`src/rtl/serial_tx_pkg.sv`:
```
package serial_tx_pkg;

  localparam logic [2:0] ADDR_DATA = 3'd0;
  localparam logic [2:0] ADDR_STAT = 3'd1;
  localparam logic [2:0] ADDR_CTRL = 3'd2;
  localparam logic [2:0] ADDR_PORT = 3'd3;
  localparam logic [2:0] ADDR_DIV  = 3'd4;

  typedef struct packed {
    logic load;   // copy data register into shifter, frame starts
    logic shift;  // advance to next bit
    logic flush;  // abandon frame, line to mark
  } txStrobe_t;

  typedef enum logic {
    ST_IDLE = 1'b0,
    ST_SEND = 1'b1
  } txState_t;

endpackage

```
`src/rtl/serial_tx_regs.sv`:
```
module serial_tx_regs
  import serial_tx_pkg::*;
#(
  parameter int DATA_W    = 8,
  parameter int DIV_W     = 8,
  parameter int DIV_RESET = 3
) (
  input  logic              clk,
  input  logic              rstN,
  input  logic              busWr,
  input  logic              busRd,
  input  logic [2:0]        busAddr,
  input  logic [DATA_W-1:0] busWdata,
  output logic [DATA_W-1:0] busRdata,
  input  logic              dmaWr,
  input  logic [DATA_W-1:0] dmaData,
  input  logic              loadStb,
  input  logic              frameDone,
  output logic [DATA_W-1:0] txData,
  output logic              txEn,
  output logic              irqEn,
  output logic              portLevel,
  output logic              portDrive,
  output logic [DIV_W-1:0]  divisor,
  output logic              emptyFlag,
  output logic              endFlag,
  output logic              txReq
);

  logic statArmed;
  logic swClear;
  logic handover;

  // a zero written to the empty bit counts only after it was seen as one
  assign swClear  = busWr && (busAddr == ADDR_STAT) && !busWdata[0] && statArmed;
  assign handover = txEn && (dmaWr || swClear);

  always_ff @(posedge clk or negedge rstN) begin
    if (!rstN) begin
      txData <= '0;
    end else if (dmaWr) begin
      txData <= dmaData;
    end else if (busWr && busAddr == ADDR_DATA) begin
      txData <= busWdata;
    end
  end

  always_ff @(posedge clk or negedge rstN) begin
    if (!rstN) begin
      txEn      <= 1'b0;
      irqEn     <= 1'b0;
      portLevel <= 1'b0;
      portDrive <= 1'b0;
      divisor   <= DIV_W'(DIV_RESET);
    end else if (busWr) begin
      if (busAddr == ADDR_CTRL) begin
        txEn  <= busWdata[0];
        irqEn <= busWdata[1];
      end
      if (busAddr == ADDR_PORT) begin
        portLevel <= busWdata[0];
        portDrive <= busWdata[1];
      end
      if (busAddr == ADDR_DIV) begin
        divisor <= busWdata[DIV_W-1:0];
      end
    end
  end

  always_ff @(posedge clk or negedge rstN) begin
    if (!rstN) begin
      emptyFlag <= 1'b1;
      endFlag   <= 1'b1;
      statArmed <= 1'b0;
    end else if (!txEn) begin
      emptyFlag <= 1'b1;
      endFlag   <= 1'b1;
      statArmed <= 1'b0;
    end else begin
      if (handover) begin
        emptyFlag <= 1'b0;
      end else if (loadStb) begin
        emptyFlag <= 1'b1;
      end
      if (handover) begin
        endFlag <= 1'b0;
      end else if (frameDone && emptyFlag) begin
        endFlag <= 1'b1;
      end
      if (handover) begin
        statArmed <= 1'b0;
      end else if (busRd && busAddr == ADDR_STAT && emptyFlag) begin
        statArmed <= 1'b1;
      end
    end
  end

  assign txReq = emptyFlag && irqEn;

  always_comb begin
    busRdata = '0;
    unique case (busAddr)
      ADDR_DATA: busRdata = txData;
      ADDR_STAT: busRdata[1:0] = {endFlag, emptyFlag};
      ADDR_CTRL: busRdata[1:0] = {irqEn, txEn};
      ADDR_PORT: busRdata[1:0] = {portDrive, portLevel};
      ADDR_DIV:  busRdata[DIV_W-1:0] = divisor;
      default:   busRdata = '0;
    endcase
  end

  // a byte taken by the shifter frees the data register
  a_r4_load_refills_empty: assert property (@(posedge clk) disable iff (!rstN)
    loadStb && !handover |=> emptyFlag);

  // disabled transmitter shows both flags set
  a_r10_disabled_flags_set: assert property (@(posedge clk) disable iff (!rstN)
    !txEn |=> emptyFlag && endFlag);

  // done flag rises only after a finished frame with nothing pending
  a_r7_end_after_frame: assert property (@(posedge clk) disable iff (!rstN)
    $rose(endFlag) && $past(txEn) |-> $past(frameDone) && $past(emptyFlag));

  // empty flag falls only through DMA or an armed clear
  a_r5_clear_needs_arm: assert property (@(posedge clk) disable iff (!rstN)
    $fell(emptyFlag) |-> $past(dmaWr) ||
      $past(statArmed && busWr && busAddr == ADDR_STAT));

endmodule

```
`src/rtl/serial_tx_ctrl.sv`:
```
module serial_tx_ctrl
  import serial_tx_pkg::*;
#(
  parameter int DATA_W = 8,
  parameter int DIV_W  = 8
) (
  input  logic             clk,
  input  logic             rstN,
  input  logic             txEn,
  input  logic             emptyFlag,
  input  logic [DIV_W-1:0] divisor,
  output txStrobe_t        strobe,
  output logic             frameDone
);

  localparam int FRAME_BITS = DATA_W + 2;
  localparam int CNT_W      = $clog2(FRAME_BITS);

  txState_t         state;
  logic [DIV_W-1:0] baudCnt;
  logic [CNT_W-1:0] bitCnt;
  logic             bitEnd;
  logic             lastBit;
  logic             sending;

  assign sending = (state == ST_SEND);
  assign bitEnd  = (baudCnt >= divisor);
  assign lastBit = (bitCnt == CNT_W'(FRAME_BITS - 1));

  always_comb begin
    strobe       = '0;
    strobe.load  = txEn && !emptyFlag && (!sending || (bitEnd && lastBit));
    strobe.shift = txEn && sending && bitEnd && !lastBit;
    strobe.flush = !txEn && sending;
    frameDone    = txEn && sending && bitEnd && lastBit;
  end

  always_ff @(posedge clk or negedge rstN) begin
    if (!rstN) begin
      state   <= ST_IDLE;
      baudCnt <= '0;
      bitCnt  <= '0;
    end else if (!txEn) begin
      state   <= ST_IDLE;
      baudCnt <= '0;
      bitCnt  <= '0;
    end else if (strobe.load) begin
      state   <= ST_SEND;
      baudCnt <= '0;
      bitCnt  <= '0;
    end else if (sending) begin
      if (bitEnd) begin
        baudCnt <= '0;
        if (lastBit) begin
          state <= ST_IDLE;
        end else begin
          bitCnt <= bitCnt + 1'b1;
        end
      end else begin
        baudCnt <= baudCnt + 1'b1;
      end
    end
  end

  // the bit index holds for the whole bit time
  a_r1_bit_held: assert property (@(posedge clk) disable iff (!rstN)
    txEn && sending && !bitEnd |=> $stable(bitCnt));

  // a finished frame with nothing queued returns to idle
  a_r7_idle_after_last: assert property (@(posedge clk) disable iff (!rstN)
    frameDone && emptyFlag |=> state == ST_IDLE);

endmodule

```
`src/rtl/serial_tx_shift.sv`:
```
module serial_tx_shift
  import serial_tx_pkg::*;
#(
  parameter int DATA_W = 8
) (
  input  logic              clk,
  input  logic              rstN,
  input  txStrobe_t         strobe,
  input  logic [DATA_W-1:0] txData,
  input  logic              txEn,
  input  logic              portLevel,
  input  logic              portDrive,
  output logic              txPin,
  output logic              txOe
);

  localparam int FRAME_BITS = DATA_W + 2;

  logic [FRAME_BITS-1:0] shReg;

  always_ff @(posedge clk or negedge rstN) begin
    if (!rstN) begin
      shReg <= '1;
    end else if (strobe.load) begin
      shReg <= {1'b1, txData, 1'b0};
    end else if (strobe.shift) begin
      shReg <= {1'b1, shReg[FRAME_BITS-1:1]};
    end else if (strobe.flush) begin
      shReg <= '1;
    end
  end

  // shifter owns the pin while enabled, port register otherwise
  assign txPin = txEn ? shReg[0] : (portDrive ? portLevel : 1'b1);
  assign txOe  = txEn || portDrive;

  // every loaded frame opens with a low start bit
  a_r1_start_low: assert property (@(posedge clk) disable iff (!rstN)
    strobe.load |=> !shReg[0]);

  // an abandoned frame leaves the line at mark
  a_r3_flush_marks: assert property (@(posedge clk) disable iff (!rstN)
    strobe.flush |=> &shReg);

endmodule

```
`src/rtl/serial_tx_break.sv`:
```
module serial_tx_break
  import serial_tx_pkg::*;
#(
  parameter int DATA_W    = 8,
  parameter int DIV_W     = 8,
  parameter int DIV_RESET = 3
) (
  input  logic              clk,
  input  logic              rstN,
  input  logic              busWr,
  input  logic              busRd,
  input  logic [2:0]        busAddr,
  input  logic [DATA_W-1:0] busWdata,
  output logic [DATA_W-1:0] busRdata,
  input  logic              dmaWr,
  input  logic [DATA_W-1:0] dmaData,
  output logic              txPin,
  output logic              txOe,
  output logic              txReq
);

  txStrobe_t        strobe;
  logic             frameDone;
  logic [DATA_W-1:0] txData;
  logic             txEn;
  logic             irqEn;
  logic             portLevel;
  logic             portDrive;
  logic [DIV_W-1:0] divisor;
  logic             emptyFlag;
  logic             endFlag;

  serial_tx_regs #(
    .DATA_W(DATA_W), .DIV_W(DIV_W), .DIV_RESET(DIV_RESET)
  ) u_regs (
    .clk(clk), .rstN(rstN),
    .busWr(busWr), .busRd(busRd), .busAddr(busAddr),
    .busWdata(busWdata), .busRdata(busRdata),
    .dmaWr(dmaWr), .dmaData(dmaData),
    .loadStb(strobe.load), .frameDone(frameDone),
    .txData(txData), .txEn(txEn), .irqEn(irqEn),
    .portLevel(portLevel), .portDrive(portDrive), .divisor(divisor),
    .emptyFlag(emptyFlag), .endFlag(endFlag), .txReq(txReq)
  );

  serial_tx_ctrl #(
    .DATA_W(DATA_W), .DIV_W(DIV_W)
  ) u_ctrl (
    .clk(clk), .rstN(rstN),
    .txEn(txEn), .emptyFlag(emptyFlag), .divisor(divisor),
    .strobe(strobe), .frameDone(frameDone)
  );

  serial_tx_shift #(
    .DATA_W(DATA_W)
  ) u_shift (
    .clk(clk), .rstN(rstN),
    .strobe(strobe), .txData(txData), .txEn(txEn),
    .portLevel(portLevel), .portDrive(portDrive),
    .txPin(txPin), .txOe(txOe)
  );

endmodule

```
`config.mk`:
```
export PLATFORM = sky130hd
export DESIGN_NAME = serial_tx_break
export DESIGN_NICKNAME = d
export VERILOG_FILES = /design/src/rtl/serial_tx_pkg.sv /design/src/rtl/serial_tx_regs.sv /design/src/rtl/serial_tx_ctrl.sv /design/src/rtl/serial_tx_shift.sv /design/src/rtl/serial_tx_break.sv
export SDC_FILE = /design/constraint.sdc
export NUM_CORES = 1
export LEC_CHECK = 0
export ABC_AREA = 1
export BUFFER_PORTS_ARGS = -buffer_cell sky130_fd_sc_hd__buf_2
export CAP_MARGIN = 25
export CORE_ASPECT_RATIO = 1.4
export CORE_MARGIN = 2
export CORE_UTILIZATION = 30
export CTS_CLUSTER_DIAMETER = 200
export CTS_CLUSTER_SIZE = 10
export DETAILED_ROUTE_END_ITERATION = 7
export SETUP_SLACK_MARGIN = 0.1
export SLEW_MARGIN = 20
export SYNTH_ARGS = -nofsm -noshare
export SYNTH_HDL_FRONTEND = slang
export SYNTH_SLANG_ARGS = --single-unit
```
`constraint.sdc`:
```
create_clock -name clk -period 2.15 [get_ports clk]
set_input_delay 0.3225 -clock clk [delete_from_list [all_inputs] [get_ports clk]]
set_output_delay 0.3225 -clock clk [all_outputs]
set_load 0.01 [all_outputs]
```
After elaboration in Yosys (flattened, before gate mapping)
Cells that the tools add are included.
- register bits: 46
- bits of input ports: 24
- output and inout bits: 11
- logic and storage cells: 91
- $add $sub $neg: 2
- magnitude comparators: 1
- equal/unequal tests: 11
- mux-type cells: 32
- reduce and logical (&&, ||, !) cells: 32
- operators by type and width (cell ; count):
    $mux 8 ; 6
    $mux 10 ; 3
    $mux 4 ; 5
    $logic_and 1x1->1 ; 17
    $mux 1 ; 16
    $pmux 6 s2 ; 1
    $pmux 2 s5 ; 1
    $ne 3x3->1 const B ; 3
    $add 8x1->8 const B ; 1
    $ge 8x8->1 ; 1
    $eq 3x2->1 const B ; 2
    $ne 3x1->1 const B ; 2
    $reduce_and 2->1 ; 3
    $logic_not 1->1 ; 5
    $add 4x1->4 const B ; 1
    $eq 4x4->1 const B ; 1
    $eq 3x1->1 const B ; 1
    $eq 3x3->1 const B ; 1
    $logic_not 3->1 ; 1
    $logic_or 1x1->1 ; 3
    $ne 3x2->1 const B ; 1
    $reduce_and 3->1 ; 1
    $reduce_bool 3->1 ; 1
    $reduce_bool 2->1 ; 1

Logic depth before layout (Yosys ltp)
Gate-level depths: netlist of the first run.
- word-level depth: 8
- depth in mapped cells: 17
- gate-level depth less buffers: 16

Hierarchy
From an unflattened synthesis of the first run, not the netlist that was laid out.
- cells, all modules: 374
- area, all modules: 2880.3 um2
- modules (own cells, without submodules) (module ; times used ; cells an instance ; area each (um2) ; sequential area each (um2)):
    serial_tx_regs ; 1 ; 171 ; 1336.3 ; 580.6
    serial_tx_ctrl ; 1 ; 127 ; 1008.5 ; 325.3
    serial_tx_shift ; 1 ; 76 ; 535.5 ; 236.5

Worst setup path after synthesis of the first run
Ideal clock, no wire load.
- path type: reg-to-reg
- from: register u_regs.divisor[1]
- to: register u_ctrl.bitCnt[0]
- setup time: 0.117 ns
- arrival: 1.750 ns
- required time: 2.033 ns
- setup slack: 0.284 ns
- stages on the path, launching flop included: 16
- path buffers: 1
- clock period less this slack: 1.866 ns
- cell sequence: dfstp_2 > inv_1 > ha_1 > nand2_1 > nor2_1 > nor2_1 > nand2_1 > nand2_2 > nand2_4 > nand2_4 > nand2_4 > nand2_4 > buf_8 > o211ai_4 > nand2_1 > nand2_1
- longest elaborated chain between the ends: 6
- RTL lines (item ; RTL line ; source):
    from (decl) ; serial_tx_regs.sv:24 ; output logic [DIV_W-1:0] divisor,
    from (signal assigned) ; serial_tx_regs.sv:54 ; divisor <= DIV_W'(DIV_RESET);
    from (signal assigned) ; serial_tx_regs.sv:65 ; divisor <= busWdata[DIV_W-1:0];
    $ge 8x8->1 (*) ; serial_tx_ctrl.sv:27 ; assign bitEnd = (baudCnt >= divisor);
    $logic_and 1x1->1 ; serial_tx_ctrl.sv:32 ; strobe.load = txEn && !emptyFlag && (!sending || (bitEnd && lastBit));
    $logic_or 1x1->1 ; serial_tx_ctrl.sv:32 ;
    $logic_and 1x1->1 ; serial_tx_ctrl.sv:32 ;
    $ne 3x1->1 (no source line), or another cell as far along ; n/a ;
    $reduce_and 3->1 (no source line) / $mux 4 (equally long branches) ; n/a ;
    to (signal assigned) ; serial_tx_ctrl.sv:57 ; bitCnt <= bitCnt + 1'b1;
    to (decl) ; serial_tx_ctrl.sv:21 ; logic [CNT_W-1:0] bitCnt;
Mark *: on every way between the ends. The rest lies on a longest branch, timed or not.
A chain may end at the register's enable or synchronous reset.

Worst setup path in the final report of the first run
- from: register u_regs.divisor[1]
- to: register u_ctrl.baudCnt[0]
- longest elaborated chain between the ends: 6
- RTL lines (item ; RTL line ; source):
    $ge 8x8->1 (*) ; serial_tx_ctrl.sv:27 ;
    $logic_and 1x1->1 ; serial_tx_ctrl.sv:32 ;
    $logic_or 1x1->1 ; serial_tx_ctrl.sv:32 ;
    $logic_and 1x1->1 ; serial_tx_ctrl.sv:32 ;
    $mux 8 ; serial_tx_ctrl.sv:47 ; end else if (strobe.load) begin
    $mux 8 ; serial_tx_ctrl.sv:43 ; end else if (!txEn) begin
    to (signal assigned) ; serial_tx_ctrl.sv:60 ; baudCnt <= baudCnt + 1'b1;
    to (decl) ; serial_tx_ctrl.sv:20 ; logic [DIV_W-1:0] baudCnt;
Mark *: on every way between the ends. The rest lies on a longest branch, timed or not. The select of a mux whose other input is x is not followed.

==> impl_metrics.yaml, run 1 <==
global_routing:
  grt_usage: 0.141
  grt_max_degree: 19
  grt_pass1_vias: 2275
  grt_antenna_before_repair: 0
  grt_pass1_wl_um: 10600
  overflow: 0
power_and_ir_drop:
  internal_power_mw: 1.81
  peakVddDrop_uv: 380
  pwr-share-comb: 0.257
  power.density_nw_per_um2: 842
  p_leak_nw: 1.64
  clockPowerShare: 0.276
  swShare: 0.327
  seqPwrFrac: 0.467
  net-switching-power_mw: 0.882
final_layout:
  area_delta_synth_final_pct: 20.6
  post-route-util: 0.372
  drive_above_1_share: 0.263
  nNetsFinal: 410
  antenna_cells: 0
worst_setup_path:
  worstPathArrival_ps: 2130
  worstSetupEndpointType: "register"
  crit_fanout: 5
  rr_startpoint: "u_regs.divisor[1]"
  cp-start-kind: "register"
  path_class: "register to register"
  worst_ep_required_time_ps: 2310
  setup.worst_path.start: "u_regs.divisor[1]"
floorplan:
  row_count: 40
  io_pins: 35
  start_util: 0.308
  core_area_sq_um: 8610
  dieWidth_um: 83.5
  die_y_um: 115
  die_area_sq_um: 9620
detailed_routing:
  via_per_inst: 4.67
  wl_met2_um: 3550
  maxUsedRoutingLayer: "met4"
  drc: 0
  drt_pass1_iterations: 4
  drtIter0Drc: 112
  final_antenna_net_count: 0
  wl_um: 6580
  met1Wirelength_um: 2730
  num_vias: 2246
  routedWlPerCell_um: 13.7
  wl_met3_um: 189
cts:
  clk_pin_slew_ps: 60
  cts_sinks: 45
  numCtsBuffers: 5
  cts.path.max_buffers: 2
  cts_tree: "built"
  root_buffer: "clkbuf_16"
  htreeDepth: 2
  clkLatencyLatePin_ps: 290
sta:
  tightest_slew_ps: 476
  post-route-period-util: 0.916
  max_freq_mhz: 508
  min_period_ps: 1970
  rsz0062_at_grt: "true"
  skew_ps: 8.17
  max_slew_margin: 0.682
  setup_viol: 0
  hold_viol: 0
  tns_ps: 0
  slew_violations: 0
  setup_ws_ps: 180
job:
  cap_violations: 0
synthesis:
  yosysSeqAreaShare: 0.431
  netlist_instances: 329
  yosysUniqueCellTypes: 38
  synth-seq-cells: 45
  avgSynthCellArea_sq_um: 8.06
  syn_area_sq_um: 2650
  syn_nets: 364
  yosys_warnings: 0
place:
  io_buffers: 34
  place_ws_ps: 57.0
  place_hpwl_um: 5170
  gp_congestion: 0.806
outcome:
  outcome: "completed"
worst_hold_path:
  hold_class: "input pin to register"
  holdCritStartpoint: "dmaData[4]"
## layer usage
metal / vias up / global-route usage
met5: - / 0
met4: 0 / 0.0495
met3: 8 / 0.0273
met2: 32 / 0.264
met1: 1061 / 0.159
li1: 1145 / -
## state kept, by name, indices dropped and copies added, names as in the netlist, 4 cells and up
| name | cells |
|---|---|
| u_ctrl.baudCnt | 8 |
| u_ctrl.bitCnt | 4 |
| u_regs.divisor | 8 |
| u_regs.txData | 8 |
| u_shift.shReg | 9 |
## logic make-up (layout without fill, tap and decap cells)
family,after synthesis,count (layout),synth area share
buffers and inverters,55,102,0.0831
flip-flops,45,45,0.431
AO/OA/AOI/OAI,55,55,0.132
XOR/XNOR,8,8,0.0264
AND/OR/NAND/NOR,154,154,0.272
adder cells (fa/ha/maj),11,11,0.0519
multiplexers,1,1,0.00378
## through the flow
stage / instances / hold WS, ps / power, mW / instance area, sq um
final: 481 / 264 / 2.69 / 3200
after global routing: 481 / 262 / 2.88 / 3200
after CTS: 477 / 259 / 2.67 / 3120
after detailed placement: 468 / 293 / 1.92 / 2960
after global placement: 468 / 295 / 1.89 / 2960
after floorplan: 329 / 26.9 / 1.69 / 2650
## cell type report
class                   count  area (sq um)
clock inverters             1          5.00
fillers                   914          5410
inverters                  50           188
multi-input cells         229          1340
well taps                 105           131
flip-flops and latches     45          1140
repair buffers             44           259
clock buffers               7           133
## cells in the mapped netlist
cell type | count | area, sq um
nand3_4 | 2 | 35.0
nor2_2 | 8 | 50.1
a221oi_1 | 3 | 26.3
mux2i_1 | 1 | 10.0
xor2_1 | 5 | 43.8
nand2_2 | 1 | 6.26
inv_1 | 48 | 180
o21ai_2 | 6 | 52.6
o21ai_0 | 23 | 115
a211oi_1 | 1 | 7.51
nor3_1 | 2 | 10.0
o21ai_1 | 1 | 5.00
a31oi_1 | 1 | 6.26
a21o_1 | 1 | 7.51
a31o_2 | 1 | 8.76
clkbuf_1 | 2 | 7.51
nand3_2 | 1 | 10.0
dfstp_2 | 13 | 342
nor4b_2 | 1 | 15.0
nand4_1 | 1 | 6.26
dfrtp_1 | 32 | 801
inv_2 | 2 | 7.51
nand2_1 | 81 | 304
nor2_1 | 34 | 128
o311ai_0 | 1 | 8.76
or2_2 | 1 | 6.26
nand2_4 | 4 | 45.0
nand3_1 | 17 | 85.1
nor2_8 | 1 | 20.0
buf_8 | 1 | 15.0
o211ai_1 | 1 | 7.51
o211ai_4 | 1 | 21.3
buf_2 | 2 | 10.0
o22ai_1 | 4 | 25.0
a21oi_1 | 10 | 50.1
a41oi_1 | 1 | 8.76
ha_1 | 11 | 138
xnor2_1 | 3 | 26.3
## worst max-delay path, stage by stage (launching register included)
cell and delay (ps):
dfstp_2 540, inv_2 50, ha_4 260, nand2_2 40, nor2_1 90, nor2_1 60
nand2_1 70, nand2_2 60, nand2_4 110, inv_1 50, o211ai_1 150, inv_1 130
nand2_2 150, mux2i_1 90
## power by group through the flow
stage	clock network (mW)	logic, mW	registers (mW)
after floorplan	0	0.483	1.21
after global placement	0	0.631	1.26
after detailed placement	0	0.650	1.27
after CTS	0.759	0.658	1.25
after global routing	0.790	0.802	1.28
final	0.743	0.692	1.26
## what timing repair did
action	CTS	global route
hold endpoints to repair	12	0
hold buffers	1	0
pin swaps	0	10
endpoints found under the setup margin	3	19
gates resized for setup	3	14
setup buffers	0	4
## path summary, 6_finish.rpt
path                                endpoint  slack, ps  cells past startpoint
hold / removal              u_regs.txData[4]        260                      3
hold reg to reg            u_regs.divisor[7]        500                      2
max in group asynchronous   u_shift.shReg[4]        980                      3
min in group asynchronous   u_ctrl.bitCnt[3]        510                      2
setup reg to reg           u_ctrl.baudCnt[0]        180                     13
setup / recovery           u_ctrl.baudCnt[0]        180                     13
## layout by cell type, fill, tap and decap left out, types with 2 or more instances in the layout
cell type  count
clkbuf_16      5
dfrtp_1       32
nand2_8        2
ha_1          10
o22ai_1        4
o21ai_0       20
buf_4          7
nor3_1         2
a221oi_1       3
a21oi_1       10
buf_2         34
inv_1         46
clkbuf_1       2
o21ai_1        3
nand3_4        3
xnor2_1        3
inv_2          4
o21ai_2        7
nor2_1        34
nor2_2         8
nand3_1       17
nand2_1       77
dfstp_2       13
nand2_4        2
xor2_1         5
nand2_2        5
Note: power is estimated with default switching activity, not from simulation.
==> run 2: changes to the inputs <==
RECOVER_POWER = 25   (was not set)
REMOVE_ABC_BUFFERS = 1   (was not set)
==> impl_metrics.yaml, run 2 (same netlist as run 1, synthesis figures left out) <==
worst_setup_path:
  rr_startpoint: "u_regs.divisor[1]"
  crit_path_max_incr_delay_ps: 540
  worst_ep_required_time_ps: 2310
  path_class: "register to register"
  critPathSlowestCell: "dfstp_2"
  worstPathArrival_ps: 2140
  worstSetupEndpointType: "register"
  crit_fanout: 5
  cp-start-kind: "register"
  cp_common_cell: "nand2_2"
  worstPathCellList: "inv_2 -> ha_4 -> nand2_2 -> nor2_2 -> nor2_1 -> nand2_1 -> nand2_2 -> nand2_4 -> inv_1 -> o211ai_1 -> inv_1 -> nand2_2 -> o22ai_1"
  setup.worst_path.start: "u_regs.divisor[1]"
final_layout:
  final_common_cell: "nand2_1"
  area_delta_synth_final_pct: 21.6
  drive_above_1_share: 0.267
  seq_area_sq_um: 1140
  multi_input_area_sq_um: 1350
  final_cell_mix: "77 x nand2_1, 45 x inv_1, 32 x buf_2, 32 x dfrtp_1, 31 x nor2_1"
  fillers: 894
  regMostFlops: "u_shift.shReg"
  antenna_cells: 0
  largest_reg_flops: 9
  nNetsFinal: 408
  finalInstanceArea_sq_um: 3220
  instances_no_fill: 479
cts:
  htreeDepth: 2
  root_buffer: "clkbuf_16"
  cts.path.max_buffers: 2
  cts_tree: "built"
  clk_pin_slew_ps: 60
  numCtsBuffers: 5
  clkLatencyLatePin_ps: 280
  cts_sinks: 45
sta:
  tightest_slew_ps: 929
  hold_viol: 0
  max_slew_margin: 0.381
  max_freq_mhz: 507
  setup_viol: 0
  min_period_ps: 1970
  skew_ps: 3.81
  hold_slack_ps: 260
  post-route-period-util: 0.918
  tns_ps: 0
  rsz0062_at_grt: "false"
  slew_violations: 0
detailed_routing:
  wl_um: 6370
  drc: 0
  final_antenna_net_count: 0
  drtIter0Drc: 102
  routedWlPerCell_um: 13.3
  num_vias: 2256
  drt_pass1_iterations: 4
  via_per_inst: 4.71
floorplan:
  start_util: 0.308
  io_pins: 35
  row_count: 40
  dieWidth_um: 83.5
  die_y_um: 115
  core_area_sq_um: 8610
  die_area_sq_um: 9620
global_routing:
  grt_pass1_wl_um: 10500
  grt_max_degree: 17
  grt_usage: 0.138
  grt_pass1_vias: 2264
  grt_antenna_before_repair: 0
  overflow: 0
power_and_ir_drop:
  power.density_nw_per_um2: 857
  peakVddDrop_uv: 360
  p_leak_nw: 1.64
job:
  cap_violations: 0
place:
  dp.cells: 468
  gp_congestion: 0.824
  placed_area_sq_um: 2960
  place_hpwl_um: 5010
  io_buffers: 34
worst_hold_path:
  holdCritStartpoint: "dmaData[4]"
  hold_class: "input pin to register"
outcome:
  outcome: "completed"
[run 2: changes by cell type in the layout (fill, tap and decap cells not counted), sizes merged]
cell,change
buf,-6
clkbuf,+4
[run 2: per-stage QoR]
step	util	setup slack, ps	total power [mW]
floorplan	-	227	1.68
global placement	0.344	164	1.89
detailed placement	0.344	125	1.91
CTS	0.364	104	2.73
global route	0.374	55.8	2.94
finish	0.374	176	2.76
[run 2: routing by layer]
metal / GRT usage / part of all wire
met1: 0.155 / 0.41
met3: 0.0165 / 0.025
met2: 0.262 / 0.53
met4: 0.0591 / 0.026
met5: 0 / 0
[run 2: final timing paths]
check / endpoint / slack (ps) / depth (start not counted)
worst min register to register: u_regs.divisor[3] / 490 / 2
worst min-delay path: u_regs.txData[4] / 260 / 3
worst max register to register: u_ctrl.baudCnt[5] / 180 / 13
min in group asynchronous: u_ctrl.bitCnt[2] / 700 / 2
max in group asynchronous: u_regs.endFlag / 520 / 3
worst max-delay path: u_ctrl.baudCnt[5] / 180 / 13
[run 2: worst max-delay path, delay by kind of cell (launching register included)]
family	cells	cell delay (ps)
simple gates	7	550
flops	1	540
compound gates	2	270
buf+inv	3	220
fa+ha+maj	1	260
[run 2: final cells by class]
cell class | count | share of cell area
clock buffer | 7 | 0.0474
clock inverter | 1 | 0.00155
inverter | 50 | 0.0582
multi-input combinational | 229 | 0.418
sequential | 45 | 0.354
tap | 105 | 0.0408
timing repair buffer | 42 | 0.0796
[run 2: repair_timing]
| action | 4_1_cts | 5_1_grt |
|---|---|---|
| cloned | 0 | 1 |
| hold buffers | 1 | 0 |
| pin swaps | 0 | 7 |
| hold endpoints to repair | 13 | 0 |
| endpoints found under the setup margin | 1 | 18 |
| buffers inserted | 0 | 1 |
| resized for setup | 1 | 19 |
[run 2: power breakdown]
group          internal, mW  switching, mW  total, mW  leakage (nW)
Combinational         0.291          0.401      0.692          1.02
Sequential             1.09          0.167       1.26         0.543
Clock                 0.492          0.315      0.807        0.0799
